--- config.mk ---
export PLATFORM = sky130hd
export DESIGN_NAME = xlat_cache
export DESIGN_NICKNAME = d
export VERILOG_FILES = /design/src/rtl/xlat_pkg.sv /design/src/rtl/xlat_cam.sv /design/src/rtl/xlat_victim.sv /design/src/rtl/xlat_payload.sv /design/src/rtl/xlat_cache.sv
export SDC_FILE = /design/constraint.sdc
export NUM_CORES = 2
export LEC_CHECK = 0
export ABC_CLOCK_PERIOD_IN_PS = 13910
export BUFFER_PORTS_ARGS = -buffer_cell sky130_fd_sc_hd__buf_2
export CORE_ASPECT_RATIO = 1.4
export CORE_MARGIN = 10
export CORE_UTILIZATION = 42
export DETAILED_ROUTE_END_ITERATION = 8
export PLACE_DENSITY = 0.6
export SLEW_MARGIN = 15
export SYNTH_ARGS = -nofsm -noshare
export SYNTH_HDL_FRONTEND = slang
export SYNTH_SLANG_ARGS = --single-unit
--- constraint.sdc ---
create_clock -name clk -period 13.91 [get_ports clk]
set_input_delay 2.0865 -clock clk [delete_from_list [all_inputs] [get_ports clk]]
set_output_delay 2.0865 -clock clk [all_outputs]
set_load 0.05 [all_outputs]
--- src/rtl/xlat_pkg.sv ---
package xlat_pkg;
  typedef enum logic [1:0] {
    ST_IDLE = 2'd0,
    ST_LOOK = 2'd1,
    ST_WAIT = 2'd2
  } xlat_state_e;

  localparam int PERM_W  = 2;
  localparam int PERM_LD = 0;
  localparam int PERM_ST = 1;
endpackage

--- src/rtl/xlat_cam.sv ---
module xlat_cam #(
  parameter int ENTRIES = 16,
  parameter int VPN_W   = 20,
  localparam int IDX_W  = $clog2(ENTRIES)
) (
  input  logic               clk,
  input  logic               rst,
  input  logic               flush,
  input  logic               wr_en,
  input  logic [IDX_W-1:0]   wr_idx,
  input  logic [VPN_W-1:0]   wr_vpn,
  input  logic [VPN_W-1:0]   look_vpn,
  input  logic [VPN_W-1:0]   fill_vpn,
  output logic [ENTRIES-1:0] valid_o,
  output logic [ENTRIES-1:0] look_hit,
  output logic [ENTRIES-1:0] fill_hit
);
  logic [VPN_W-1:0]   tag_q [ENTRIES];
  logic [ENTRIES-1:0] valid_q;

  // Tags and valid flags sit in flops so that every entry can be compared at once.
  always_ff @(posedge clk) begin
    if (rst) begin
      valid_q <= '0;
      for (int i = 0; i < ENTRIES; i++) tag_q[i] <= '0;
    end else if (flush) begin
      valid_q <= '0;
    end else if (wr_en) begin
      for (int i = 0; i < ENTRIES; i++) begin
        if (wr_idx == IDX_W'(i)) begin
          valid_q[i] <= 1'b1;
          tag_q[i]   <= wr_vpn;
        end
      end
    end
  end

  // Two comparators per entry: one for the held request, one for the refill port.
  for (genvar g = 0; g < ENTRIES; g++) begin : g_cmp
    assign look_hit[g] = valid_q[g] && (tag_q[g] == look_vpn);
    assign fill_hit[g] = valid_q[g] && (tag_q[g] == fill_vpn);
  end

  assign valid_o = valid_q;

  assert_single_match_R10: assert property (@(posedge clk) disable iff (rst)
    $onehot0(look_hit));
  assert_single_fill_match_R10: assert property (@(posedge clk) disable iff (rst)
    $onehot0(fill_hit));
  assert_flush_empties_R8: assert property (@(posedge clk) disable iff (rst)
    flush |=> (valid_o == '0));
endmodule

--- src/rtl/xlat_victim.sv ---
module xlat_victim #(
  parameter int ENTRIES = 16,
  localparam int IDX_W  = $clog2(ENTRIES)
) (
  input  logic               clk,
  input  logic               rst,
  input  logic [ENTRIES-1:0] valid_i,
  input  logic               advance,
  output logic [IDX_W-1:0]   victim_idx
);
  localparam logic [IDX_W-1:0] LAST = IDX_W'(ENTRIES - 1);

  logic [IDX_W-1:0] ptr_q;
  logic [IDX_W-1:0] free_idx;
  logic             free_found;

  // Lowest-numbered empty entry.
  always_comb begin
    free_idx   = '0;
    free_found = 1'b0;
    for (int i = 0; i < ENTRIES; i++) begin
      if (!free_found && !valid_i[i]) begin
        free_idx   = IDX_W'(i);
        free_found = 1'b1;
      end
    end
  end

  assign victim_idx = free_found ? free_idx : ptr_q;

  always_ff @(posedge clk) begin
    if (rst)          ptr_q <= '0;
    else if (advance) ptr_q <= (ptr_q == LAST) ? '0 : ptr_q + 1'b1;
  end

  assert_victim_free_R7: assert property (@(posedge clk) disable iff (rst)
    !(&valid_i) |-> !valid_i[victim_idx]);
endmodule

--- src/rtl/xlat_payload.sv ---
module xlat_payload #(
  parameter int ENTRIES = 16,
  parameter int PFN_W   = 20,
  parameter int PERM_W  = 2,
  localparam int IDX_W  = $clog2(ENTRIES)
) (
  input  logic              clk,
  input  logic              rst,
  input  logic              wr_en,
  input  logic [IDX_W-1:0]  wr_idx,
  input  logic [PFN_W-1:0]  wr_pfn,
  input  logic [PERM_W-1:0] wr_perm,
  input  logic              touch_en,
  input  logic [IDX_W-1:0]  touch_idx,
  input  logic              touch_store,
  input  logic [IDX_W-1:0]  rd_idx,
  output logic [PFN_W-1:0]  rd_pfn,
  output logic [PERM_W-1:0] rd_perm,
  output logic              rd_ref,
  output logic              rd_dirty
);
  // Frame and grant storage: one write port, no reset, read by index (distributed RAM).
  logic [PFN_W-1:0]   pfn_mem  [ENTRIES];
  logic [PERM_W-1:0]  perm_mem [ENTRIES];
  logic [ENTRIES-1:0] ref_q;
  logic [ENTRIES-1:0] dirty_q;

  always_ff @(posedge clk) begin
    if (wr_en) begin
      pfn_mem[wr_idx]  <= wr_pfn;
      perm_mem[wr_idx] <= wr_perm;
    end
  end

  // Usage flags: a refill to the same entry wins over a touch.
  always_ff @(posedge clk) begin
    if (rst) begin
      ref_q   <= '0;
      dirty_q <= '0;
    end else begin
      for (int i = 0; i < ENTRIES; i++) begin
        if (wr_en && wr_idx == IDX_W'(i)) begin
          ref_q[i]   <= 1'b0;
          dirty_q[i] <= 1'b0;
        end else if (touch_en && touch_idx == IDX_W'(i)) begin
          ref_q[i] <= 1'b1;
          if (touch_store) dirty_q[i] <= 1'b1;
        end
      end
    end
  end

  assign rd_pfn   = pfn_mem[rd_idx];
  assign rd_perm  = perm_mem[rd_idx];
  assign rd_ref   = ref_q[rd_idx];
  assign rd_dirty = dirty_q[rd_idx];

  assert_fill_clears_R6: assert property (@(posedge clk) disable iff (rst)
    wr_en |=> (!ref_q[$past(wr_idx)] && !dirty_q[$past(wr_idx)]));
endmodule

--- src/rtl/xlat_cache.sv ---
module xlat_cache #(
  parameter int VA_W      = 32,
  parameter int PA_W      = 32,
  parameter int PAGE_BITS = 12,
  parameter int ENTRIES   = 16,
  localparam int VPN_W    = VA_W - PAGE_BITS,
  localparam int PFN_W    = PA_W - PAGE_BITS,
  localparam int IDX_W    = $clog2(ENTRIES)
) (
  input  logic                       clk,
  input  logic                       rst,
  input  logic                       req_valid,
  output logic                       req_ready,
  input  logic [VA_W-1:0]            req_vaddr,
  input  logic                       req_store,
  output logic                       rsp_valid,
  output logic                       rsp_fault,
  output logic [PA_W-1:0]            rsp_paddr,
  output logic                       rsp_ref,
  output logic                       rsp_dirty,
  output logic                       miss,
  input  logic                       fill_valid,
  input  logic [VPN_W-1:0]           fill_vpn,
  input  logic [PFN_W-1:0]           fill_pfn,
  input  logic [xlat_pkg::PERM_W-1:0] fill_perm,
  input  logic                       flush
);
  import xlat_pkg::*;

  xlat_state_e          state_q;
  logic [VPN_W-1:0]     vpn_q;
  logic [PAGE_BITS-1:0] off_q;
  logic                 store_q;

  logic [ENTRIES-1:0]   valid_vec, look_hit, fill_hit;
  logic [IDX_W-1:0]     hit_idx, dup_idx, victim_idx, wr_idx;
  logic                 hit_any, fill_dup, fill_en, advance;
  logic                 allowed, touch_en;
  logic [PFN_W-1:0]     rd_pfn;
  logic [PERM_W-1:0]    rd_perm;
  logic                 rd_ref, rd_dirty;

  // One-hot to index, for the held request and for the refill port.
  always_comb begin
    hit_idx = '0;
    dup_idx = '0;
    for (int i = 0; i < ENTRIES; i++) begin
      if (look_hit[i]) hit_idx = hit_idx | IDX_W'(i);
      if (fill_hit[i]) dup_idx = dup_idx | IDX_W'(i);
    end
  end

  assign hit_any  = (|look_hit) && !flush;
  assign fill_dup = |fill_hit;
  assign fill_en  = fill_valid && !flush;
  assign wr_idx   = fill_dup ? dup_idx : victim_idx;
  assign advance  = fill_en && !fill_dup && (&valid_vec);
  assign allowed  = store_q ? rd_perm[PERM_ST] : rd_perm[PERM_LD];
  assign touch_en = (state_q == ST_LOOK) && hit_any && allowed;

  xlat_cam #(.ENTRIES(ENTRIES), .VPN_W(VPN_W)) u_cam (
    .clk      (clk),
    .rst      (rst),
    .flush    (flush),
    .wr_en    (fill_en),
    .wr_idx   (wr_idx),
    .wr_vpn   (fill_vpn),
    .look_vpn (vpn_q),
    .fill_vpn (fill_vpn),
    .valid_o  (valid_vec),
    .look_hit (look_hit),
    .fill_hit (fill_hit)
  );

  xlat_victim #(.ENTRIES(ENTRIES)) u_victim (
    .clk        (clk),
    .rst        (rst),
    .valid_i    (valid_vec),
    .advance    (advance),
    .victim_idx (victim_idx)
  );

  xlat_payload #(.ENTRIES(ENTRIES), .PFN_W(PFN_W), .PERM_W(PERM_W)) u_payload (
    .clk         (clk),
    .rst         (rst),
    .wr_en       (fill_en),
    .wr_idx      (wr_idx),
    .wr_pfn      (fill_pfn),
    .wr_perm     (fill_perm),
    .touch_en    (touch_en),
    .touch_idx   (hit_idx),
    .touch_store (store_q),
    .rd_idx      (hit_idx),
    .rd_pfn      (rd_pfn),
    .rd_perm     (rd_perm),
    .rd_ref      (rd_ref),
    .rd_dirty    (rd_dirty)
  );

  assign req_ready = (state_q == ST_IDLE);

  always_ff @(posedge clk) begin
    if (rst) begin
      state_q   <= ST_IDLE;
      vpn_q     <= '0;
      off_q     <= '0;
      store_q   <= 1'b0;
      rsp_valid <= 1'b0;
      rsp_fault <= 1'b0;
      rsp_paddr <= '0;
      rsp_ref   <= 1'b0;
      rsp_dirty <= 1'b0;
      miss      <= 1'b0;
    end else begin
      rsp_valid <= 1'b0;
      rsp_fault <= 1'b0;
      unique case (state_q)
        ST_IDLE: if (req_valid) begin
          vpn_q   <= req_vaddr[VA_W-1:PAGE_BITS];
          off_q   <= req_vaddr[PAGE_BITS-1:0];
          store_q <= req_store;
          state_q <= ST_LOOK;
        end
        ST_LOOK: if (hit_any) begin
          state_q <= ST_IDLE;
          if (allowed) begin
            rsp_valid <= 1'b1;
            rsp_paddr <= {rd_pfn, off_q};
            rsp_ref   <= rd_ref;
            rsp_dirty <= rd_dirty;
          end else begin
            rsp_fault <= 1'b1;
          end
        end else begin
          miss    <= 1'b1;
          state_q <= ST_WAIT;
        end
        ST_WAIT: if (fill_en) begin
          miss    <= 1'b0;
          state_q <= ST_LOOK;
        end
        default: state_q <= ST_IDLE;
      endcase
    end
  end

  assert_one_outcome_R4: assert property (@(posedge clk) disable iff (rst)
    !(rsp_valid && rsp_fault));
  assert_hit_pulse_R2: assert property (@(posedge clk) disable iff (rst)
    rsp_valid |=> !rsp_valid);
  assert_miss_blocks_R5: assert property (@(posedge clk) disable iff (rst)
    miss |-> !req_ready);
  assert_miss_held_R5: assert property (@(posedge clk) disable iff (rst)
    (miss && !fill_en) |=> miss);
endmodule

==> flow_summary.toml <==
[synth]
synth-seq-cells = 796
synthesis.area_um2 = 37800
synth_cells = 2898
async_flop_share_pct = 0
ys_top_cells_by_area = "edfxtp_1, xnor2_1, dfxtp_1"
muxShareOfSynthArea_pct = 6.20
synth-xor-area-share_pct = 14.9
synth_edf_count = 672
yosys.area_share.simple_pct = 11.6
synth_compound_area_share_pct = 4.60
synth_top_family_by_area = "XOR/XNOR gates"
synth_flop_cell = "edfxtp_1"
ys_warn_count = 0
synthAdderAreaFrac_pct = 0.0331
yosysUniqueCellTypes = 69
postSynthAreaPerCell_um2 = 13.0
seq_area_frac_synth_pct = 60.0
synth_top_area_share_pct = 53.4
syn_nets = 2979
synth_top_area_cell = "edfxtp_1"

[clock_network]
h-tree-depth = 3
clk_latency_ps = 660
clockRootBuffer = "clkbuf_16"
cts_tree = "yes"
cts_made_buffers = 80
cts_setup_buffers = 0
clock-sinks = 796
clk_path_buf_depth = 3
cts_hold_buf = 0
path_clk_slew_ps = 60
cts_resized = 0

[layout]
multi_input_area_um2 = 14100
finalInstanceArea_um2 = 42200
seq_area_um2 = 22700
fin_cells = 4236
nNetsFinal = 3060
layout_commonest_cell = "edfxtp_1"
syn_to_final_growth_pct = 11.7
nFillCells = 7983
drive_above_1_share_pct = 14.6
layout_common_cells = "edfxtp_1, xnor2_1, nor2_1"

[pwr]
seqPwrFrac_pct = 50.6
pwr-share-comb_pct = 9.3
p_int_uw = 4010
p_leak_uw = 0.0141
sw_frac_of_total_pct = 25.1
powerDensity_nw_per_um2 = 127
vdd_ir_drop_max_mv = 0.121
clkPwrFrac_pct = 40.1
netSwitchingPower_uw = 1340

[timing]
fin_crit_sh_pct = 50.0
max_freq_mhz = 144
final-setup-viol-count = 0
hold_viol = 0
maxSlewViolCount = 0
tightest_slew_ps = 1290
fin_skew_ps = 37.1
relSlewSlack_pct = 13.9
rsz0062_at_grt = "false"
finalCriticalPeriod_ps = 6950
tns_ps = 0

[global_route]
grt_pass1_vias = 26300
grt_pass1_wl_mm = 195
grt_antenna_before_repair = 3
track_usage_pct = 26.7
grt_max_degree = 93
grt-ovfl-total = 0

[critical_path]
timing.rr.start = "vpn_q[7]$_SDFFE_PP0P_"
critPathArrivalTime_ps = 7490
cp_max_fo = 22
reg2reg_depth = 14
worstPathRequired_ps = 14450
worstReg2RegEnd = "rsp_paddr[16]$_SDFFE_PP0P_"
crit_end = "u_payload.dirty_q[9]$_SDFFE_PP0P_"
endpoint_kind = "flop"
worstSetupStartpointType = "primary input"
cp-startpoint = "fill_vpn[0]"
r2r_slack_ps = 7630
crit_type = "in -> reg"

[worst_hold_path]
min_path_type = "reg -> reg"
hp-start = "off_q[2]$_SDFFE_PP0P_"

[place]
dp.cells = 4085
place_congestion = 1.03
place_hpwl_mm = 90.3
io_buffers = 117
place_area_um2 = 39600

[run]
cap_viol_max_count = 0

[status]
status = "completed"

[route]
wirelength_mm = 139
num_vias = 26000
firstDrtPassIters = 6
drt_iter0_drc = 2982
vias_per_cell = 6.14
route.detailed.drc = 0
post_drt_wl_per_cell_um = 32.9
ant_nets = 0

[floorplanning]
die_w_um = 273
start_util_pct = 42.2
dieArea_um2 = 103000
fp-row-count = 130
core_area_um2 = 89500
die_h_um = 375
pin_count = 118
==> layout make-up <==
| type | instances | area share [%] |
|---|---|---|
| inverters | 55 | 0.489 |
| repair buffers | 187 | 2.67 |
| well taps | 1188 | 3.52 |
| clock buffers | 107 | 5.15 |
| flip-flops and latches | 796 | 53.7 |
| multi-input cells | 1859 | 33.5 |
| diodes | 2 | 0.0119 |
| clock inverters | 42 | 0.925 |
==> power by group through the flow <==
| stage | logic, µW | clock network, µW | registers (µW) |
|---|---|---|---|
| after detailed placement | 488 | 0 | 2760 |
| after CTS | 491 | 2170 | 2710 |
| after global placement | 484 | 0 | 2760 |
| after floorplan | 312 | 0 | 2740 |
| final | 499 | 2150 | 2710 |
| after global routing | 525 | 2270 | 2710 |
==> registers in the layout (all words and copies together) (netlist names) <==
signal	cells
state_q	2
off_q	12
u_payload.perm_mem	32
u_victim.ptr_q	4
vpn_q	20
rsp_ref	1
u_payload.pfn_mem	320
rsp_paddr	32
rsp_fault	1
u_payload.dirty_q	16
u_payload.ref_q	16
store_q	1
miss	1
rsp_dirty	1
u_cam.tag_q	320
rsp_valid	1
u_cam.valid_o	16
==> metal layers <==
metal / track usage (%) / up-vias / wire length (µm)
met4: 18.3 / 0 / 10900
li1: - / 10800 / -
met5: 0 / - / 0
met1: 30.7 / 13300 / 50200
met2: 44.7 / 1402 / 67800
met3: 5.01 / 478 / 10400
==> cells by family after synthesis <==
logic type | count (synthesis)
and+or+nand+nor | 868
AOI/OAI and AO/OA | 226
DFF | 796
buffers and inverters | 243
muxes | 123
adders and majority gates | 1
xor gates and xnor gates | 641
==> cells in the mapped netlist, drive strengths merged (15+ instances only) <==
| cell type | instances |
|---|---|
| xnor2 | 448 |
| a31oi | 26 |
| a22oi | 59 |
| a21oi | 45 |
| nor3 | 20 |
| nand3 | 54 |
| edfxtp | 672 |
| a311oi | 24 |
| nor2 | 258 |
| and2 | 15 |
| and3 | 25 |
| nor4 | 81 |
| nand2 | 183 |
| clkbuf | 122 |
| or4 | 22 |
| mux2i | 29 |
| buf | 66 |
| inv | 54 |
| mux4 | 88 |
| xor2 | 193 |
| nand4 | 143 |
| dfxtp | 124 |
==> critical path, stage by stage <==
cell	delay [ps]
buf_2	690
xnor2_1	200
nand4_1	110
nor4_1	810
a22oi_1	320
and4_1	340
a311oi_1	390
o21ai_0	200
nor2_1	310
nand2_1	620
nand2_1	1030
a2bb2o_1	320
==> metrics by stage <==
| step | util (%) | total power (µW) | setup slack, ps | hold WS [ps] |
|---|---|---|---|---|
| after floorplan | - | 3050 | 6840 | 415 |
| after global placement | 44.3 | 3240 | 6680 | 433 |
| after detailed placement | 44.3 | 3250 | 6550 | 449 |
| after CTS | 47.2 | 5370 | 7220 | 459 |
| after global routing | 47.2 | 5500 | 6800 | 475 |
| final | 47.2 | 5360 | 6960 | 455 |
==> how the worst min path moves through the flow <==
| stage | slack, ps | to | cells past startpoint |
|---|---|---|---|
| final | 450 | off_q[2]$_SDFFE_PP0P_ | 2 |
| after global routing | 480 | off_q[2]$_SDFFE_PP0P_ | 2 |
| after CTS | 460 | u_payload.ref_q[3]$_SDFFE_PP0P_ | 2 |
| after detailed placement | 450 | u_payload.ref_q[0]$_SDFFE_PP0P_ | 2 |
| after global placement | 430 | u_payload.dirty_q[3]$_SDFFE_PP0P_ | 2 |
| after floorplan | 410 | u_payload.ref_q[3]$_SDFFE_PP0P_ | 2 |
Power figures use the tool's default switching activity.
